File: src/rtl/nvs_pkg.sv
package nvs_pkg;

  typedef enum logic [1:0] {
    NV_WAIT   = 2'd0,
    NV_RECALL = 2'd1,
    NV_READY  = 2'd2,
    NV_STORE  = 2'd3
  } nv_state_e;

  // Length of a transfer: the requested interval, but never shorter than the words it moves.
  function automatic int span_at_least(input int requested, input int floor_v);
    return (requested < floor_v) ? floor_v : requested;
  endfunction

  function automatic int larger_of(input int a, input int b);
    return (a > b) ? a : b;
  endfunction

endpackage

File: src/rtl/nvs_supply.sv
module nvs_supply (
  input  logic clk,
  input  logic rst_n,
  input  logic vsw_ok,
  output logic vsw_fall
);
  logic vsw_q;

  always_ff @(posedge clk or negedge rst_n) begin
    if (!rst_n) vsw_q <= 1'b0;
    else        vsw_q <= vsw_ok;
  end

  assign vsw_fall = vsw_q & ~vsw_ok;
endmodule

File: src/rtl/nvs_arrays.sv
module nvs_arrays #(
  parameter int ADDR_W = 4,
  parameter int DATA_W = 8
) (
  input  logic              clk,
  input  logic              rst_n,
  input  logic              sram_we,
  input  logic [ADDR_W-1:0] sram_waddr,
  input  logic [DATA_W-1:0] sram_wdata,
  input  logic              nv_we,
  input  logic [ADDR_W-1:0] mv_addr,
  input  logic [ADDR_W-1:0] port_addr,
  output logic [DATA_W-1:0] sram_q_port,
  output logic [DATA_W-1:0] sram_q_mv,
  output logic [DATA_W-1:0] nv_q_mv
);
  localparam int DEPTH = 1 << ADDR_W;

  logic [DATA_W-1:0] sram_mem [DEPTH];
  logic [DATA_W-1:0] nv_mem   [DEPTH];

  always_ff @(posedge clk or negedge rst_n) begin
    if (!rst_n) begin
      for (int i = 0; i < DEPTH; i++) sram_mem[i] <= '0;
    end else if (sram_we) begin
      sram_mem[sram_waddr] <= sram_wdata;
    end
  end

  // The shadow array is blank only at first power-on; later supply events never clear it.
  always_ff @(posedge clk or negedge rst_n) begin
    if (!rst_n) begin
      for (int i = 0; i < DEPTH; i++) nv_mem[i] <= '0;
    end else if (nv_we) begin
      nv_mem[mv_addr] <= sram_mem[mv_addr];
    end
  end

  assign sram_q_port = sram_mem[port_addr];
  assign sram_q_mv   = sram_mem[mv_addr];
  assign nv_q_mv     = nv_mem[mv_addr];
endmodule

File: src/rtl/nvs_seq.sv
module nvs_seq
  import nvs_pkg::*;
#(
  parameter int ADDR_W  = 4,
  parameter int CNT_W   = 6,
  parameter int STO_LEN = 16,
  parameter int RCL_LEN = 32
) (
  input  logic              clk,
  input  logic              rst_n,
  input  logic              vsw_ok,
  input  logic              vrst_ok,
  input  logic              vsw_fall,
  input  logic              ce,
  input  logic              we,
  input  logic              sw_store,
  output logic              busy,
  output logic              dirty,
  output logic              rd_en,
  output logic              ev_wr_commit,
  output logic              ev_store_done,
  output logic              ev_recall_done,
  output logic              rcl_clr,
  output logic              rcl_cpy,
  output logic              st_copy,
  output logic [ADDR_W-1:0] mv_addr
);
  localparam int DEPTH = 1 << ADDR_W;
  localparam logic [CNT_W-1:0] STO_LAST = CNT_W'(STO_LEN - 1);
  localparam logic [CNT_W-1:0] RCL_LAST = CNT_W'(RCL_LEN - 1);
  localparam logic [CNT_W-1:0] ONE_SPAN = CNT_W'(DEPTH);
  localparam logic [CNT_W-1:0] TWO_SPAN = CNT_W'(2 * DEPTH);

  nv_state_e        state;
  logic [CNT_W-1:0] tcnt;
  logic             ready, ev_latch, ev_recall_start, ev_auto_store, ev_sw_store;

  assign ready           = (state == NV_READY);
  assign ev_latch        = !vrst_ok && (state != NV_WAIT);
  assign ev_recall_start = (state == NV_WAIT) && vrst_ok && vsw_ok;
  assign ev_auto_store   = ready && vrst_ok && vsw_fall && dirty;
  assign ev_sw_store     = ready && vrst_ok && vsw_ok && sw_store;
  assign ev_wr_commit    = ready && vrst_ok && vsw_ok && ce && we;
  assign rd_en           = ready && ce && !we;
  assign ev_store_done   = (state == NV_STORE)  && !ev_latch && (tcnt == STO_LAST);
  assign ev_recall_done  = (state == NV_RECALL) && !ev_latch && (tcnt == RCL_LAST);

  assign rcl_clr = (state == NV_RECALL) && (tcnt < ONE_SPAN);
  assign rcl_cpy = (state == NV_RECALL) && (tcnt >= ONE_SPAN) && (tcnt < TWO_SPAN);
  assign st_copy = (state == NV_STORE)  && (tcnt < ONE_SPAN);
  assign mv_addr = tcnt[ADDR_W-1:0];
  assign busy    = !ready;

  always_ff @(posedge clk or negedge rst_n) begin
    if (!rst_n) begin
      state <= NV_WAIT;
      tcnt  <= '0;
    end else if (ev_latch) begin
      state <= NV_WAIT;
      tcnt  <= '0;
    end else begin
      case (state)
        NV_WAIT: if (ev_recall_start) begin
          state <= NV_RECALL;
          tcnt  <= '0;
        end
        NV_RECALL: if (ev_recall_done) begin
          state <= NV_READY;
          tcnt  <= '0;
        end else begin
          tcnt <= tcnt + 1'b1;
        end
        NV_STORE: if (ev_store_done) begin
          state <= NV_READY;
          tcnt  <= '0;
        end else begin
          tcnt <= tcnt + 1'b1;
        end
        default: if (ev_auto_store || ev_sw_store) begin
          state <= NV_STORE;
          tcnt  <= '0;
        end
      endcase
    end
  end

  always_ff @(posedge clk or negedge rst_n) begin
    if (!rst_n)                            dirty <= 1'b0;
    else if (ev_store_done || ev_recall_done) dirty <= 1'b0;
    else if (ev_wr_commit)                 dirty <= 1'b1;
  end
endmodule

File: src/rtl/nvsram_ctrl.sv
module nvsram_ctrl
  import nvs_pkg::*;
#(
  parameter int ADDR_W      = 4,
  parameter int DATA_W      = 8,
  parameter int STORE_CYC   = 24,
  parameter int RESTORE_CYC = 40
) (
  input  logic              clk,
  input  logic              rst_n,
  input  logic              ce,
  input  logic              we,
  input  logic [ADDR_W-1:0] addr,
  input  logic [DATA_W-1:0] wdata,
  output logic [DATA_W-1:0] rdata,
  input  logic              sw_store,
  input  logic              vsw_ok,
  input  logic              vrst_ok,
  output logic              busy
);
  localparam int DEPTH   = 1 << ADDR_W;
  localparam int STO_LEN = span_at_least(STORE_CYC, DEPTH);
  localparam int RCL_LEN = span_at_least(RESTORE_CYC, 2 * DEPTH);
  localparam int CNT_W   = $clog2(larger_of(STO_LEN, RCL_LEN) + 1);

  logic              vsw_fall, dirty, rd_en;
  logic              ev_wr_commit, ev_store_done, ev_recall_done;
  logic              rcl_clr, rcl_cpy, st_copy;
  logic [ADDR_W-1:0] mv_addr, sram_waddr;
  logic [DATA_W-1:0] sram_wdata, sram_q_port, sram_q_mv, nv_q_mv;
  logic              sram_we, nv_we;

  nvs_supply u_supply (
    .clk(clk), .rst_n(rst_n), .vsw_ok(vsw_ok), .vsw_fall(vsw_fall)
  );

  nvs_seq #(
    .ADDR_W(ADDR_W), .CNT_W(CNT_W), .STO_LEN(STO_LEN), .RCL_LEN(RCL_LEN)
  ) u_seq (
    .clk(clk), .rst_n(rst_n), .vsw_ok(vsw_ok), .vrst_ok(vrst_ok),
    .vsw_fall(vsw_fall), .ce(ce), .we(we), .sw_store(sw_store),
    .busy(busy), .dirty(dirty), .rd_en(rd_en),
    .ev_wr_commit(ev_wr_commit), .ev_store_done(ev_store_done),
    .ev_recall_done(ev_recall_done), .rcl_clr(rcl_clr), .rcl_cpy(rcl_cpy),
    .st_copy(st_copy), .mv_addr(mv_addr)
  );

  // One writer per cycle: the port when ready, the restore walk when busy.
  assign sram_we    = ev_wr_commit | rcl_clr | rcl_cpy;
  assign sram_waddr = ev_wr_commit ? addr : mv_addr;
  assign sram_wdata = ev_wr_commit ? wdata : (rcl_cpy ? nv_q_mv : '0);
  assign nv_we      = st_copy;

  nvs_arrays #(.ADDR_W(ADDR_W), .DATA_W(DATA_W)) u_arrays (
    .clk(clk), .rst_n(rst_n),
    .sram_we(sram_we), .sram_waddr(sram_waddr), .sram_wdata(sram_wdata),
    .nv_we(nv_we), .mv_addr(mv_addr), .port_addr(addr),
    .sram_q_port(sram_q_port), .sram_q_mv(sram_q_mv), .nv_q_mv(nv_q_mv)
  );

  always_ff @(posedge clk or negedge rst_n) begin
    if (!rst_n)     rdata <= '0;
    else if (rd_en) rdata <= sram_q_port;
  end
endmodule

File: config.mk
export PLATFORM = sky130hd
export DESIGN_NAME = nvsram_ctrl
export DESIGN_NICKNAME = d
export VERILOG_FILES = /design/src/rtl/nvs_pkg.sv /design/src/rtl/nvs_supply.sv /design/src/rtl/nvs_arrays.sv /design/src/rtl/nvs_seq.sv /design/src/rtl/nvsram_ctrl.sv
export SDC_FILE = /design/constraint.sdc
export NUM_CORES = 1
export LEC_CHECK = 0
export ABC_CLOCK_PERIOD_IN_PS = 2500
export BUFFER_PORTS_ARGS = -buffer_cell sky130_fd_sc_hd__buf_2
export CAP_MARGIN = 0
export CELL_PAD_IN_SITES_DETAIL_PLACEMENT = 1
export CELL_PAD_IN_SITES_GLOBAL_PLACEMENT = 2
export CORE_UTILIZATION = 43
export DETAILED_ROUTE_END_ITERATION = 8
export PLACE_DENSITY = 0.83
export SLEW_MARGIN = 20
export SYNTH_ARGS = -nofsm -noshare
export SYNTH_HDL_FRONTEND = slang
export SYNTH_HIERARCHICAL = 1
export SYNTH_SLANG_ARGS = --single-unit
File: constraint.sdc
create_clock -name clk -period 2.5 [get_ports clk]
set_clock_uncertainty 0.2 [all_clocks]
set_input_delay 0.125 -clock clk [delete_from_list [all_inputs] [get_ports clk]]
set_output_delay 0.125 -clock clk [all_outputs]
set_load 0.03 [all_outputs]
==> summary.md, run 1 <==
| Metric | Value |
|---|---|
| Die area | 32600 sq um |
| FF-to-FF setup slack | -140 ps |
| Endpoints failing hold | 0 |
| Initial antenna violation count | 0 |
| Drt pass-1 iters | 4 |
| Worst Reg-to-Reg Cells | 7 |
| Violated checks | negative setup slack |
| FP Rows | 64 |
| IO Pins | 28 |
| Period utilization | 106% |
| Final worst slack | -138 ps |
| Worst-path clk slew | 60 ps |
| Drt initial violations | 468 |
| Dpl hpwl | 25000 um |
| Post-Route WL | 38700 um |
| Worst hold path class | input port to flop |
| Tmin final | 2640 ps |
| CTS tree | done |
| Ant. Diodes | 0 |
| Clock root cell | clkbuf_16 |
| Min-delay src | wdata[5] |
| Post-Syn Area | 13700 sq um |
| Clk buf depth | 3 |
| Avg Vias per Cell | 6.03 |
| First-pass GRT wire length | 58700 um |
| Gpl congestion | 0.804 |
| Share of layout cells above drive strength 1 | 60.5% |
| Crit start category | flop |
| Worst slew pin tran | 817 ps |
| Vias in the first global route | 9285 |
| CTS H-Tree Depth | 1 |
| Pin count of the biggest net entering global routing | 89 |
| Hold endpoint | u_arrays/sram_mem[109] |
| Reg-to-reg critical path startpoint | u_seq/state[0] |
| Chip width | 180 um |
| Residual DRC count | 0 |
| Dpl ws | -118 ps |
| P_leak | 7.74 nW |
| CTS buffer count | 30 |
| Worst slew margin | 45.3% |
| Clock Sinks | 274 |
| Status | complete, but fails checks |
| Setup crit end kind | flop |
| Nets | 1007 |
| Vias post-DR | 8462 |
| Final setup fails | 106 |
| Crit Path Category | flop to flop |
| Critical path fanouts, max | 8 |
| DR WL/cell | 27.5 um |
| Pwr per Cell Area | 676 nW/um^2 |
| Initial Utilization | 44.2% |
| Worst Path Arrival | 2870 ps |
| Worst-Skew Late Latency | 560 ps |
| Syn Nets | 890 |
| PortBufs | 27 |
| Maximum clock rate | 379 MHz |
| Grt total ovfl | 0 |
| RSZ-0062 raised after global routing | true |
| Final core occ | 54.4% |
| Post-route ant nets | 0 |
| Max_cap viols | 0 |
| GRT Overall Usage | 23.8% |
| Mean area per synthesized cell | 15.7 sq um |
| CORE AREA | 31000 sq um |
| Final hold slack | 16.4 ps |
| Synthesis warning total | 6 |
| PnR Total Power | 11.4 mW |
| Maximum VDD drop | 513 uV |
| Die height | 180 um |
| Max Slew Vio Count | 0 |
| Synth Instances | 870 |
| P&R area growth vs syn | 23.0% |
| Hold path cells | 5 |
| Crit path required time | 2730 ps |
| Reg-to-reg endpoint | u_arrays/sram_mem[120] |
-- critical path, stage by stage (launching register included) --
cell and delay (ps):
dfrtp_2 390, nand3b_1 200, nor2_2 160, buf_12 140, mux2_4 330, nand2b_4 190, or4_4 550, mux2_4 350
-- power breakdown --
part	total, mW	switching (mW)	internal [mW]
Sequential	4.52	0.0485	4.47
Clock	4.50	1.81	2.69
Combinational	2.37	1.25	1.12
Total	11.4	3.11	8.29
-- cell type report --
cell class	instances	area, sq um
Clock buffer	45	908
Clock inverter	8	92.6
Fill cell	2893	14100
Inverter	2	7.51
Multi-Input combinational cell	534	6960
Sequential cell	274	6870
Tap cell	396	495
Timing Repair Buffer	145	1520
-- cell usage in the layout (no fill, tap or decap), types with 14 or more instances in the layout --
cell       count
dfrtp_1      271
buf_2         26
buf_6         14
buf_4         60
mux2_2       153
mux4_2        96
nand2_1       32
a22oi_2       15
a22oi_1       17
buf_12        29
clkbuf_16     32
mux2_4       114
-- per-layer routing --
layer / global-route usage (%) / up-vias / part of all wire, % / routed length, um
li1: - / 3546 / - / -
met1: 34.0 / 4618 / 45 / 17200
met2: 38.0 / 224 / 47 / 18300
met3: 4.32 / 74 / 5.4 / 2090
met4: 5.44 / 0 / 2.8 / 1070
met5: 0 / - / 0 / 0
-- registers in the layout (all words and copies together) (netlist names) --
name               count
u_arrays/nv_mem      128
u_arrays/sram_mem    128
rdata                  8
u_seq/tcnt             6
u_seq/state            2
u_seq/dirty            1
u_supply/vsw_q         1
-- metrics by stage --
step / TNS, ps / std cells / cell area, sq um
floorplan: -4250 / 870 / 13900
global placement: -2010 / 1324 / 15100
detailed placement: -5980 / 1324 / 15100
CTS: -1950 / 1398 / 16600
global route: -11520 / 1404 / 16800
finish: -5020 / 1404 / 16800
-- worst max path at each step --
stage	start	end	slack, ps
CTS	u_seq/state[0]	u_arrays/sram_mem[124]	-80
finish	u_seq/state[0]	u_arrays/sram_mem[120]	-140
global route	u_seq/state[0]	u_arrays/sram_mem[120]	-170
floorplan	u_seq/state[0]	u_arrays/sram_mem[120]	-150
global placement	u_seq/state[0]	u_arrays/sram_mem[60]	-60
detailed placement	u_seq/state[0]	u_arrays/sram_mem[63]	-120
-- what timing repair did --
| action | CTS | global route |
|---|---|---|
| hold buffers | 13 | 0 |
| gates cloned | 1 | 1 |
| pin swaps | 7 | 9 |
| gates resized for setup | 63 | 57 |
| endpoints found under the setup margin | 125 | 128 |
| endpoints found under the hold margin | 351 | 0 |
| buffers inserted | 8 | 5 |
No activity file was read; power rests on OpenSTA's default activity.
==> run 2: changes to the inputs <==
--- a/config.mk
+++ b/config.mk
@@ -11,6 +11,7 @@
 export CELL_PAD_IN_SITES_DETAIL_PLACEMENT = 1
 export CELL_PAD_IN_SITES_GLOBAL_PLACEMENT = 2
 export CORE_UTILIZATION = 43
+export CTS_BUF_LIST = sky130_fd_sc_hd__clkbuf_8 sky130_fd_sc_hd__clkbuf_16
 export DETAILED_ROUTE_END_ITERATION = 8
 export PLACE_DENSITY = 0.83
 export SLEW_MARGIN = 20
==> run 2 against run 1 <==
  * The run still ends with negative setup slack left
  * Final cell count is 0.28% higher
  * Worst hold slack better by 3.6 ps
  * Power is 0.13% lower
  * Critical path type unchanged
  * Sequential share of layout area is 0.10 points lower
  * Largest cell class unchanged
  * Core utilization is 0.14 points higher
  * Via count hardly changed
  * Largest power group unchanged
  * Wire length is 0.27% higher
  * Highest routed layer unchanged
  * Setup slack better by 10 ps
==> summary.md, run 2 (synthesis results as in run 1) <==
| Metric | Value |
|---|---|
| Status | complete, but fails checks |
| Violated checks | negative setup slack |
| Final worst slack | -127 ps |
| Worst-path clk slew | 60 ps |
| P_leak | 7.79 nW |
| Maximum clock rate | 381 MHz |
| Vias in the first global route | 9286 |
| P&R area growth vs syn | 23.3% |
| Crit Path Category | flop to flop |
| Endpoints failing hold | 0 |
| Reg-to-reg endpoint | u_arrays/sram_mem[121] |
| Share of layout cells above drive strength 1 | 60.7% |
| Chip width | 180 um |
| Commonest non-fill, non-tap cells in the layout | dfrtp_1 (271), mux2_2 (150), mux2_4 (117) |
| Dpl ws | -118 ps |
| Biggest regs | u_arrays/nv_mem (128), u_arrays/sram_mem (128), rdata (8) |
| Min-delay src | wdata[5] |
| Worst hold path class | input port to flop |
| Crit start category | flop |
| RSZ-0062 raised after global routing | true |
| Die height | 180 um |
| Max_cap viols | 0 |
| FP Rows | 64 |
| DR WL/cell | 27.5 um |
| Worst-Skew Late Latency | 560 ps |
| Hold path cells | 5 |
| Max Slew Vio Count | 0 |
| CTS tree | done |
| Final setup fails | 105 |
| Grt total ovfl | 0 |
| First-pass GRT wire length | 58700 um |
| Clock Sinks | 274 |
| Nets | 1010 |
| Most common cell after layout, fill and taps aside | dfrtp_1 |
| Worst slew pin tran | 802 ps |
| Initial Utilization | 44.2% |
| Worst Path Arrival | 2860 ps |
| Residual DRC count | 0 |
| Maximum VDD drop | 514 uV |
| FF-to-FF setup slack | -130 ps |
| Reg-to-reg critical path startpoint | u_seq/state[0] |
| Post-route ant nets | 0 |
| Tmin final | 2630 ps |
| Area occupied by registers | 6870 sq um |
| IO Pins | 28 |
| Initial antenna violation count | 0 |
| Gpl congestion | 0.804 |
| Pin count of the biggest net entering global routing | 89 |
| Vias post-DR | 8461 |
| Hold endpoint | u_arrays/sram_mem[53] |
| Pwr per Cell Area | 674 nW/um^2 |
| Die area | 32600 sq um |
| Multi-input gate area | 6990 sq um |
| Crit path required time | 2730 ps |
| Clk buf depth | 3 |
| CORE AREA | 31000 sq um |
| # fillers | 2889 |
| PortBufs | 27 |
| CTS H-Tree Depth | 1 |
| Final hold slack | 20.0 ps |
| Clock root cell | clkbuf_16 |
| Drt pass-1 iters | 5 |
| Setup crit end kind | flop |
| Drt initial violations | 421 |
| Setup TNS | -4900 ps |
| Post-Route WL | 38800 um |
| Avg Vias per Cell | 6.01 |
| Critical path fanouts, max | 8 |
| Worst Reg-to-Reg Cells | 7 |
| CTS buffer count | 30 |
| Period utilization | 105% |
| Worst slew margin | 46.3% |
| Dpl hpwl | 25000 um |
| GRT Overall Usage | 23.8% |
[run 2: layout make-up]
type	count	share of cell area (%)
clock buffers	39	5.24
repair buffers	147	9.07
inverters	2	0.0444
clock inverters	14	0.681
flip-flops and latches	274	40.6
diodes	1	0.0148
well taps	396	2.93
multi-input cells	535	41.4
[run 2: worst max-delay path, stage by stage, from the launching register on]
cell,delay [ps]
dfrtp_2,390
nand3b_1,190
nor2_2,160
buf_12,150
mux2_4,330
nand2b_4,190
or4_4,550
mux2_4,350
[run 2: per-layer routing]
layer  vias to the layer above  wire length [um]  GRT usage, %  share of wire [%]
li1                       3555                 -             -                  -
met1                      4621             17100          34.1                 44
met2                       220             18300          38.0                 47
met3                        65              2330          4.32                6.0
met4                         0               975          5.44                2.5
met5                         -                 0             0                  0
[run 2: stage by stage]
step	utilization [%]	instances	power, mW	area [sq um]
after detailed placement	48.7	1324	6.65	15100
after global placement	48.7	1324	6.64	15100
after CTS	53.4	1398	11.4	16600
after global routing	54.5	1407	11.8	16900
final	54.5	1408	11.4	16900
after floorplan	-	870	6.03	13900
[run 2: where the power goes]
group	switching [mW]	total (mW)	leakage, nW	internal, mW
Clock	1.81	4.48	0.519	2.66
Combinational	1.25	2.38	3.45	1.14
Sequential	0.0482	4.52	3.82	4.47
Total	3.11	11.4	7.79	8.27
[run 2: worst max path at each step]
stage	startpoint	endpoint	slack (ps)	depth (start not counted)
after detailed placement	u_seq/state[0]	u_arrays/sram_mem[63]	-120	7
after global placement	u_seq/state[0]	u_arrays/sram_mem[60]	-60	7
final	u_seq/state[0]	u_arrays/sram_mem[121]	-130	7
after floorplan	u_seq/state[0]	u_arrays/sram_mem[120]	-150	8
after CTS	u_seq/state[0]	u_arrays/sram_mem[124]	-80	7
after global routing	u_seq/state[0]	u_arrays/sram_mem[126]	-160	7
[run 2: what timing repair did]
item | 4_1_cts | 5_1_grt
pin swaps | 7 | 8
cloned | 1 | 2
gates resized for setup | 63 | 61
endpoints found under the hold margin | 351 | 0
buffers inserted | 8 | 7
setup endpoints to repair | 125 | 128
hold buffers | 13 | 0
